### config.mk
export PLATFORM = sky130hd
export DESIGN_NAME = booth_seq_mult
export DESIGN_NICKNAME = d
export VERILOG_FILES = /design/src/rtl/booth_seq_mult.sv
export SDC_FILE = /design/constraint.sdc
export NUM_CORES = 1
export LEC_CHECK = 0
export BUFFER_PORTS_ARGS = -buffer_cell sky130_fd_sc_hd__buf_4
export CORE_ASPECT_RATIO = 1.75
export CORE_MARGIN = 10
export CORE_UTILIZATION = 50
export DETAILED_ROUTE_END_ITERATION = 10
export PLACE_DENSITY = 0.73
export SLEW_MARGIN = 10
export SYNTH_ARGS = -nofsm -noshare
export SYNTH_HDL_FRONTEND = slang
export SYNTH_SLANG_ARGS = --single-unit
### constraint.sdc
create_clock -name clk -period 2.1 [get_ports clk]
set_input_delay 0.21 -clock clk [delete_from_list [all_inputs] [get_ports clk]]
set_output_delay 0.21 -clock clk [all_outputs]
set_load 0.02 [all_outputs]
### src/rtl/booth_seq_mult.sv
`timescale 1ns/1ps
module booth_seq_mult #(
  parameter int W = 4
) (
  input  logic           clk,
  input  logic           rst_n,
  input  logic           start,
  input  logic [W-1:0]   mcand,
  input  logic [W-1:0]   mplier,
  output logic           busy,
  output logic           done,
  output logic [2*W-1:0] product
);
  localparam int CW = $clog2(W + 1);
  localparam logic [W:0] ONE = {{W{1'b0}}, 1'b1};

  logic [W-1:0]  acc, mq, md;
  logic          xbit;
  logic [CW-1:0] steps;
  logic [W:0]    acc_x, md_x, sum;

  assign acc_x = {acc[W-1], acc};
  assign md_x  = {md[W-1], md};

  always_comb begin
    case ({mq[0], xbit})
      2'b10:   sum = acc_x + ~md_x + ONE;
      2'b01:   sum = acc_x + md_x;
      default: sum = acc_x;
    endcase
  end

  always_ff @(posedge clk or negedge rst_n) begin
    if (!rst_n) begin
      acc   <= '0;
      mq    <= '0;
      md    <= '0;
      xbit  <= 1'b0;
      steps <= '0;
      busy  <= 1'b0;
      done  <= 1'b0;
    end else begin
      done <= 1'b0;
      if (!busy) begin
        if (start) begin
          acc   <= '0;
          mq    <= mplier;
          md    <= mcand;
          xbit  <= 1'b0;
          steps <= CW'(W);
          busy  <= 1'b1;
        end
      end else begin
        acc   <= sum[W:1];
        mq    <= {sum[0], mq[W-1:1]};
        xbit  <= mq[0];
        steps <= steps - 1'b1;
        if (steps == CW'(1)) begin
          busy <= 1'b0;
          done <= 1'b1;
        end
      end
    end
  end

  assign product = {acc, mq};
endmodule

==> impl_metrics.prom, run 1 <==
# TYPE chip_impl_metric gauge
chip_impl_info{name="run_status",value="complete, no violations"} 1
chip_impl_metric{name="first_global_vias",unit=""} 1054
chip_impl_info{name="synthFlopType",value="dfrtp_1"} 1
chip_impl_info{name="critPathKind",value="flip-flop to flip-flop"} 1
chip_impl_metric{name="drt_drc_violations_left",unit=""} 0
chip_impl_metric{name="antenna_violations_before_repair",unit=""} 0
chip_impl_metric{name="stdcell_count",unit=""} 170
chip_impl_metric{name="ff2ff_setup_slack",unit="ps"} 130
chip_impl_info{name="endpoint_kind",value="flip-flop"} 1
chip_impl_metric{name="syn2layout_area_growth",unit="%"} 19.72
chip_impl_metric{name="first_pass_detailed_route_iteration_total",unit=""} 4
chip_impl_metric{name="floorplan.rows",unit=""} 23
chip_impl_metric{name="buffer_ports.inserted",unit=""} 20
chip_impl_metric{name="placed_cells_incl_taps",unit=""} 165
chip_impl_info{name="timing.critical_path.slowest_stage_cell",value="or4_1"} 1
chip_impl_metric{name="slowest_delay",unit="ps"} 480
chip_impl_info{name="clock-root-buffer",value="clkbuf_8"} 1
chip_impl_info{name="reg2reg_to",value="acc[2]$_DFFE_PN0P_"} 1
chip_impl_metric{name="gp_congestion",unit=""} 0.9066
chip_impl_info{name="worst_setup_path_start_kind",value="flip-flop"} 1
chip_impl_metric{name="cts-buffers-inserted",unit=""} 3
chip_impl_metric{name="yosysWarnings",unit=""} 0
chip_impl_metric{name="arrival",unit="ps"} 2140
chip_impl_metric{name="synth_nets",unit=""} 149
chip_impl_info{name="critPathTopFamily",value="simple AND/OR/NAND/NOR gates"} 1
chip_impl_info{name="timing.rr.start",value="md[2]$_DFFE_PN0P_"} 1
chip_impl_metric{name="number_of_cells_produced_by_synthesis",unit=""} 124
chip_impl_metric{name="global_route_wire_length_before_repair",unit="mm"} 4.602
chip_impl_info{name="worst_min_delay_path_endpoint",value="md[3]$_DFFE_PN0P_"} 1
chip_impl_info{name="cp_cell_sequence",value="inv_1 > ha_1 > nor3b_2 > or4_1 > a211o_1 > a31oi_1"} 1
chip_impl_metric{name="gr-total-overflow",unit=""} 0
chip_impl_metric{name="final_nets",unit=""} 171
chip_impl_metric{name="fin_skew",unit="ps"} 2.038
chip_impl_metric{name="clk_pin_slew_worst_paths",unit="ps"} 70
chip_impl_metric{name="power.density_cell_area",unit="nW/µm²"} 1686
chip_impl_metric{name="timing.final.crit_share",unit="%"} 93.69
chip_impl_metric{name="die_h",unit="µm"} 84.09
chip_impl_metric{name="postRouteWirelength",unit="mm"} 2.699
chip_impl_info{name="crit_path_start",value="md[2]$_DFFE_PN0P_"} 1
chip_impl_info{name="cts_tree",value="built"} 1
chip_impl_info{name="synth_top_cell_by_area",value="dfrtp_1"} 1
chip_impl_metric{name="vias_per_cell",unit=""} 5.618
chip_impl_metric{name="cap_violations",unit=""} 0
chip_impl_metric{name="synth-edff-count",unit=""} 0
chip_impl_metric{name="fp.dieArea",unit="µm²"} 4762
chip_impl_metric{name="clk_latency",unit="ps"} 250
chip_impl_metric{name="cts.repair_timing.setup_buffer_count",unit=""} 0
chip_impl_metric{name="netlist_area",unit="µm²"} 1174
chip_impl_metric{name="detail_route.iter0.violations",unit=""} 13
chip_impl_metric{name="grt.total_usage",unit="%"} 11.48
chip_impl_metric{name="ys_types",unit=""} 35
chip_impl_metric{name="grt_start_max_net_pins",unit=""} 28
chip_impl_metric{name="cp_num_buf_inv",unit=""} 1
chip_impl_metric{name="leakagePower",unit="nW"} 0.6916
chip_impl_metric{name="io-pin-count",unit=""} 21
chip_impl_metric{name="core",unit="µm²"} 2273
chip_impl_metric{name="timing.critical_path.fanout_max",unit=""} 7
chip_impl_metric{name="yosys_register_bits",unit=""} 18
chip_impl_metric{name="detail-route-antenna-nets",unit=""} 0
chip_impl_metric{name="async_set_or_reset_flop_fraction_in_the_synthesized_netlist",unit="%"} 100.0
chip_impl_metric{name="postSynthAreaPerCell",unit="µm²"} 9.465
chip_impl_info{name="worstHoldPathType",value="primary input to flip-flop"} 1
chip_impl_metric{name="vdd_ir_drop_max",unit="mV"} 1.021
chip_impl_metric{name="cts.path.max_buffers",unit=""} 2
chip_impl_metric{name="post_route_worst_setup_slack",unit="ps"} 132.6
chip_impl_metric{name="multiInputGateArea",unit="µm²"} 633.1
chip_impl_metric{name="timing_max_transition_violations_final",unit=""} 0
chip_impl_metric{name="fmax",unit="MHz"} 508.3
chip_impl_metric{name="worst-r2r-cell-count",unit=""} 6
chip_impl_info{name="rsz_0062_raised_after_global_routing",value="no"} 1
chip_impl_metric{name="period_needed",unit="ps"} 1967
chip_impl_metric{name="cts-htree-levels",unit=""} 1
chip_impl_info{name="leading_cell_type_in_the_layout_fill_and_taps_excluded",value="buf_4"} 1
chip_impl_metric{name="slew_headroom",unit="%"} 81.02
chip_impl_metric{name="synth_seq_area_share",unit="%"} 38.38
chip_impl_metric{name="hold-path-cell-count",unit=""} 3
chip_impl_metric{name="number_of_failing_setup_endpoints_in_the_final_timing_report",unit=""} 0
chip_impl_metric{name="layout-drive-gt1-share",unit="%"} 19.31
chip_impl_metric{name="setup-tns-final",unit="ps"} 0
chip_impl_metric{name="antennaDiodeCount",unit=""} 0
chip_impl_metric{name="vias",unit=""} 955
chip_impl_metric{name="max_slew.worst_pin.slew",unit="ps"} 282.2
chip_impl_metric{name="clkSinkCount",unit=""} 18
chip_impl_metric{name="wl_per_cell",unit="µm"} 15.88
chip_impl_metric{name="die_x",unit="µm"} 56.63
chip_impl_metric{name="dpl.hpwl",unit="mm"} 2.153
chip_impl_info{name="min-delay-start",value="mcand[3]"} 1
chip_impl_metric{name="hold_ws",unit="ps"} 159.4
chip_impl_metric{name="layout.area.seq",unit="µm²"} 450.4
chip_impl_metric{name="netlist.area_leader.share",unit="%"} 38.38
chip_impl_info{name="synth_top_cells_by_area",value="dfrtp_1 38%, ha_1 13%, inv_1 5.1%"} 1
chip_impl_metric{name="crit_required",unit="ps"} 2270
chip_impl_metric{name="detailedPlace.worstSlack",unit="ps"} 162.8
chip_impl_info{name="layout.cells.most_common_list",value="22 x buf_4, 18 x dfrtp_1, 16 x inv_1"} 1
chip_impl_metric{name="finalHoldViolations",unit=""} 0
chip_impl_metric{name="fillCellCount",unit=""} 207
chip_impl_metric{name="initial_utilization",unit="%"} 51.62
[area by class of cell]
type | instances | share of cell area [%]
clock buffer | 4 | 3.918
tap | 25 | 2.226
sequential | 18 | 32.06
timing repair buffer | 23 | 12.47
multi-input combinational | 84 | 45.06
inverter | 16 | 4.274
[worst register-to-register path, stage by stage (launching register included)]
cell	delay [ps]
dfrtp_1	370
inv_1	80
ha_1	430
nor3b_2	80
or4_1	480
a211o_1	320
a31oi_1	130
[per-stage QoR]
stage	utilization (%)	area (µm²)	power, mW
6_report	61.81	1405	2.369
5_1_grt	61.81	1405	2.601
4_1_cts	61.81	1405	2.395
3_5_place_dp	58.94	1340	2.098
3_3_place_gp	58.94	1340	2.050
2_1_floorplan	-	1174	1.699
[kinds of logic (layout without fill, tap and decap cells)]
family / count (synthesis) / in the layout / share of synthesized area [%]
and+or+nand+nor: 33 / 33 / 14.50
AOI/OAI and AO/OA: 28 / 28 / 15.67
muxes: 6 / 6 / 5.330
adders and majority gates: 14 / 14 / 16.20
DFF: 18 / 18 / 38.38
buffers and inverters: 22 / 43 / 7.676
xor gates and xnor gates: 3 / 3 / 2.239
[power by group]
| part | switching, mW | total [mW] | internal (mW) |
|---|---|---|---|
| Clock | 0.116 | 0.282 | 0.167 |
| Combinational | 0.818 | 1.44 | 0.620 |
| Sequential | 0.132 | 0.649 | 0.517 |
[repair_timing]
action / CTS / global route
hold buffers: 1 / 0
resized for setup: 0 / 0
hold endpoints to repair: 18 / 0
[sequential cells by signal (all words and copies together) (netlist names)]
register and flops:
acc 4, busy 1, done 1, md 4, mq 4, steps 3
xbit 1
[how the worst max path moves through the flow]
stage / endpoint / slack [ps] / cells after the start
global route: acc[2]$_DFFE_PN0P_ / 80 / 6
detailed placement: acc[2]$_DFFE_PN0P_ / 160 / 5
CTS: acc[2]$_DFFE_PN0P_ / 140 / 5
floorplan: acc[2]$_DFFE_PN0P_ / 220 / 6
finish: acc[2]$_DFFE_PN0P_ / 130 / 6
global placement: acc[2]$_DFFE_PN0P_ / 260 / 6
[routing by layer]
metal	track usage (%)	routed length (µm)	vias up
met4	7.692	134	0
met2	20.54	1446	25
met5	0	0	-
li1	-	-	468
met3	3.049	110	14
met1	10.75	1007	448
[cells in the mapped netlist (all sizes together), types with 2 or more instances]
cell / count
nor3: 3
o21ai: 8
nor2b: 4
mux2: 2
a21oi: 5
mux2i: 4
dfrtp: 18
fa: 2
clkbuf: 5
xnor2: 2
nand2b: 3
ha: 12
nand2: 11
o31ai: 5
a221oi: 2
nor2: 6
inv: 16
Power figures use the tool's default switching activity.
==> run 2, diff against run 1 <==
- CELL_PAD_IN_SITES_DETAIL_PLACEMENT: default -> 1
- CELL_PAD_IN_SITES_GLOBAL_PLACEMENT: default -> 1
- CORE_UTILIZATION: 50 -> 41
- PLACE_DENSITY: 0.73 -> default
- PLACE_DENSITY_LB_ADDON: default -> 0.1
==> run 2 against run 1 <==
Sequential power up 3.5%. Sequential share of layout area decreased by 0.23 points. Power increased by 2.5%. Cell count is 1.8% higher. Wire length is 12% higher. Critical path depth is 1 lower. Worst setup slack got worse by 1.4 ps. Combinational power about the same. Global-route usage is 0.67 points higher.
==> impl_metrics.prom, run 2 (synthesis results as in run 1) <==
# TYPE chip_impl_metric gauge
chip_impl_metric{name="final_nets",unit=""} 172
chip_impl_metric{name="timing.critical_path.fanout_max",unit=""} 7
chip_impl_metric{name="grt.total_usage",unit="%"} 12.14
chip_impl_metric{name="detailedPlace.worstSlack",unit="ps"} 156.1
chip_impl_metric{name="fmax",unit="MHz"} 507.9
chip_impl_metric{name="clk_pin_slew_worst_paths",unit="ps"} 80
chip_impl_metric{name="post_route_worst_setup_slack",unit="ps"} 131.2
chip_impl_metric{name="design_area",unit="µm²"} 1415
chip_impl_info{name="critPathTopFamily",value="simple AND/OR/NAND/NOR gates"} 1
chip_impl_metric{name="core",unit="µm²"} 2721
chip_impl_metric{name="stdcell_count",unit=""} 173
chip_impl_metric{name="antenna_violations_before_repair",unit=""} 0
chip_impl_metric{name="antennaDiodeCount",unit=""} 0
chip_impl_metric{name="pwr-share-clk",unit="%"} 12.1
chip_impl_metric{name="clkSinkCount",unit=""} 18
chip_impl_info{name="reg.largest.list",value="acc x4, md x4, mq x4"} 1
chip_impl_metric{name="io-pin-count",unit=""} 21
chip_impl_metric{name="cts_resized",unit=""} 0
chip_impl_info{name="crit_path_start",value="acc[2]$_DFFE_PN0P_"} 1
chip_impl_metric{name="buffer_ports.inserted",unit=""} 20
chip_impl_info{name="rsz_0062_raised_after_global_routing",value="no"} 1
chip_impl_metric{name="timing.critical_path.depth",unit=""} 5
chip_impl_info{name="cp_cell_sequence",value="ha_1 > nor3b_2 > or4_1 > a211o_1 > a31oi_1"} 1
chip_impl_metric{name="holdBufCountCts",unit=""} 1
chip_impl_metric{name="finalHoldViolations",unit=""} 0
chip_impl_metric{name="global_route_wire_length_before_repair",unit="mm"} 5.319
chip_impl_metric{name="leakagePower",unit="nW"} 0.6963
chip_impl_metric{name="clk_latency",unit="ps"} 250
chip_impl_metric{name="first_global_vias",unit=""} 1070
chip_impl_metric{name="fp.dieArea",unit="µm²"} 5487
chip_impl_metric{name="slew_headroom",unit="%"} 79.14
chip_impl_metric{name="cts-buffers-inserted",unit=""} 3
chip_impl_metric{name="cap_violations",unit=""} 0
chip_impl_info{name="worstHoldPathType",value="primary input to flip-flop"} 1
chip_impl_metric{name="period_needed",unit="ps"} 1969
chip_impl_metric{name="slowest_delay",unit="ps"} 460
chip_impl_metric{name="detail-route-antenna-nets",unit=""} 0
chip_impl_metric{name="vias_per_cell",unit=""} 5.647
chip_impl_info{name="timing.critical_path.slowest_stage_cell",value="or4_1"} 1
chip_impl_metric{name="arrival",unit="ps"} 2140
chip_impl_metric{name="seqPwrFrac",unit="%"} 27.7
chip_impl_info{name="run_status",value="complete, no violations"} 1
chip_impl_metric{name="grt_start_max_net_pins",unit=""} 20
chip_impl_metric{name="die_x",unit="µm"} 60.45
chip_impl_metric{name="wl_per_cell",unit="µm"} 17.54
chip_impl_info{name="leading_cell_type_in_the_layout_fill_and_taps_excluded",value="buf_4"} 1
chip_impl_metric{name="worst-r2r-cell-count",unit=""} 5
chip_impl_info{name="worst_setup_path_start_kind",value="flip-flop"} 1
chip_impl_metric{name="drt_drc_violations_left",unit=""} 0
chip_impl_metric{name="p_total",unit="mW"} 2.428
chip_impl_metric{name="cts.path.max_buffers",unit=""} 2
chip_impl_metric{name="cts.repair_timing.setup_buffer_count",unit=""} 0
chip_impl_metric{name="dpl_cell_area",unit="µm²"} 1350
chip_impl_info{name="endpoint",value="acc[2]$_DFFE_PN0P_"} 1
chip_impl_metric{name="cp_num_buf_inv",unit=""} 0
chip_impl_metric{name="timing_max_transition_violations_final",unit=""} 0
chip_impl_metric{name="cts-htree-levels",unit=""} 1
chip_impl_metric{name="vias",unit=""} 977
chip_impl_metric{name="ff2ff_setup_slack",unit="ps"} 130
chip_impl_metric{name="syn2layout_area_growth",unit="%"} 20.58
chip_impl_metric{name="power_switching_share",unit="%"} 45.57
chip_impl_metric{name="postRouteWirelength",unit="mm"} 3.034
chip_impl_metric{name="crit_required",unit="ps"} 2270
chip_impl_metric{name="gp_congestion",unit=""} 0.9573
chip_impl_metric{name="power.internal",unit="mW"} 1.321
chip_impl_metric{name="timing.final.crit_share",unit="%"} 93.75
chip_impl_metric{name="first_pass_detailed_route_iteration_total",unit=""} 4
chip_impl_metric{name="number_of_failing_setup_endpoints_in_the_final_timing_report",unit=""} 0
chip_impl_info{name="endpoint_kind",value="flip-flop"} 1
chip_impl_metric{name="setup-tns-final",unit="ps"} 0
chip_impl_metric{name="layout.core_utilization",unit="%"} 52.00
chip_impl_metric{name="dpl.hpwl",unit="mm"} 2.447
chip_impl_metric{name="die_h",unit="µm"} 90.78
chip_impl_metric{name="hold_ws",unit="ps"} 155.0
chip_impl_metric{name="placed_cells_incl_taps",unit=""} 168
chip_impl_metric{name="gr-total-overflow",unit=""} 0
chip_impl_metric{name="layout-drive-gt1-share",unit="%"} 19.86
chip_impl_metric{name="detail_route.iter0.violations",unit=""} 18
chip_impl_metric{name="max_slew.worst_pin.slew",unit="ps"} 311.8
chip_impl_info{name="reg2reg_to",value="acc[2]$_DFFE_PN0P_"} 1
chip_impl_info{name="timing.rr.start",value="acc[2]$_DFFE_PN0P_"} 1
chip_impl_info{name="layout.cells.most_common_list",value="23 x buf_4, 18 x dfrtp_1, 16 x inv_1"} 1
chip_impl_metric{name="fin_skew",unit="ps"} 2.308
chip_impl_metric{name="power.net_switching",unit="mW"} 1.106
chip_impl_info{name="cts_tree",value="built"} 1
chip_impl_info{name="clock-root-buffer",value="clkbuf_8"} 1
chip_impl_metric{name="floorplan.rows",unit=""} 25
chip_impl_metric{name="power.density_cell_area",unit="nW/µm²"} 1716
chip_impl_metric{name="comb_power_share",unit="%"} 60.2
chip_impl_metric{name="vdd_ir_drop_max",unit="mV"} 0.8211
chip_impl_info{name="critPathKind",value="flip-flop to flip-flop"} 1
chip_impl_metric{name="initial_utilization",unit="%"} 43.13
==> run 2: per-layer routing <==
metal  up-vias  wire (µm)  share of wire, %  GRT usage (%)
li1        469          -                 -              -
met1       488       1158                38          13.72
met2        14       1697                56          20.52
met3         6         85               2.8          2.817
met4         0         94               3.1          4.963
met5         -          0                 0              0
==> run 2: power groups by stage <==
stage / clock network [mW] / logic, mW / registers, mW
3_3_place_gp: 0 / 1.43 / 0.671
6_report: 0.294 / 1.46 / 0.672
3_5_place_dp: 0 / 1.47 / 0.681
5_1_grt: 0.314 / 1.66 / 0.702
4_1_cts: 0.299 / 1.49 / 0.675
2_1_floorplan: 0 / 0.969 / 0.730
==> run 2: worst min path at each step <==
stage | depth (start not counted) | end | slack, ps | start
final | 3 | md[1]$_DFFE_PN0P_ | 160 | mcand[1]
after global routing | 2 | md[0]$_DFFE_PN0P_ | 170 | mcand[0]
after CTS | 3 | md[1]$_DFFE_PN0P_ | 160 | mcand[1]
after detailed placement | 1 | md[1]$_DFFE_PN0P_ | 100 | rst_n
after global placement | 1 | md[1]$_DFFE_PN0P_ | 100 | rst_n
after floorplan | 0 | acc[0]$_DFFE_PN0P_ | -90 | rst_n
==> run 2: layout make-up <==
class / instances / area (µm²)
timing repair buffer: 24 / 182.7
clock buffer: 4 / 55.05
inverter: 16 / 60.06
multi-input combinational: 84 / 633.1
tap: 27 / 33.78
fill: 321 / 1306
sequential: 18 / 450.4
==> run 2: worst reg2reg max path, cell delays in order (launching register included) <==
cell     delay, ps
dfrtp_1        430
ha_1           450
nor3b_2         90
or4_1          470
a211o_1        310
a31oi_1        150
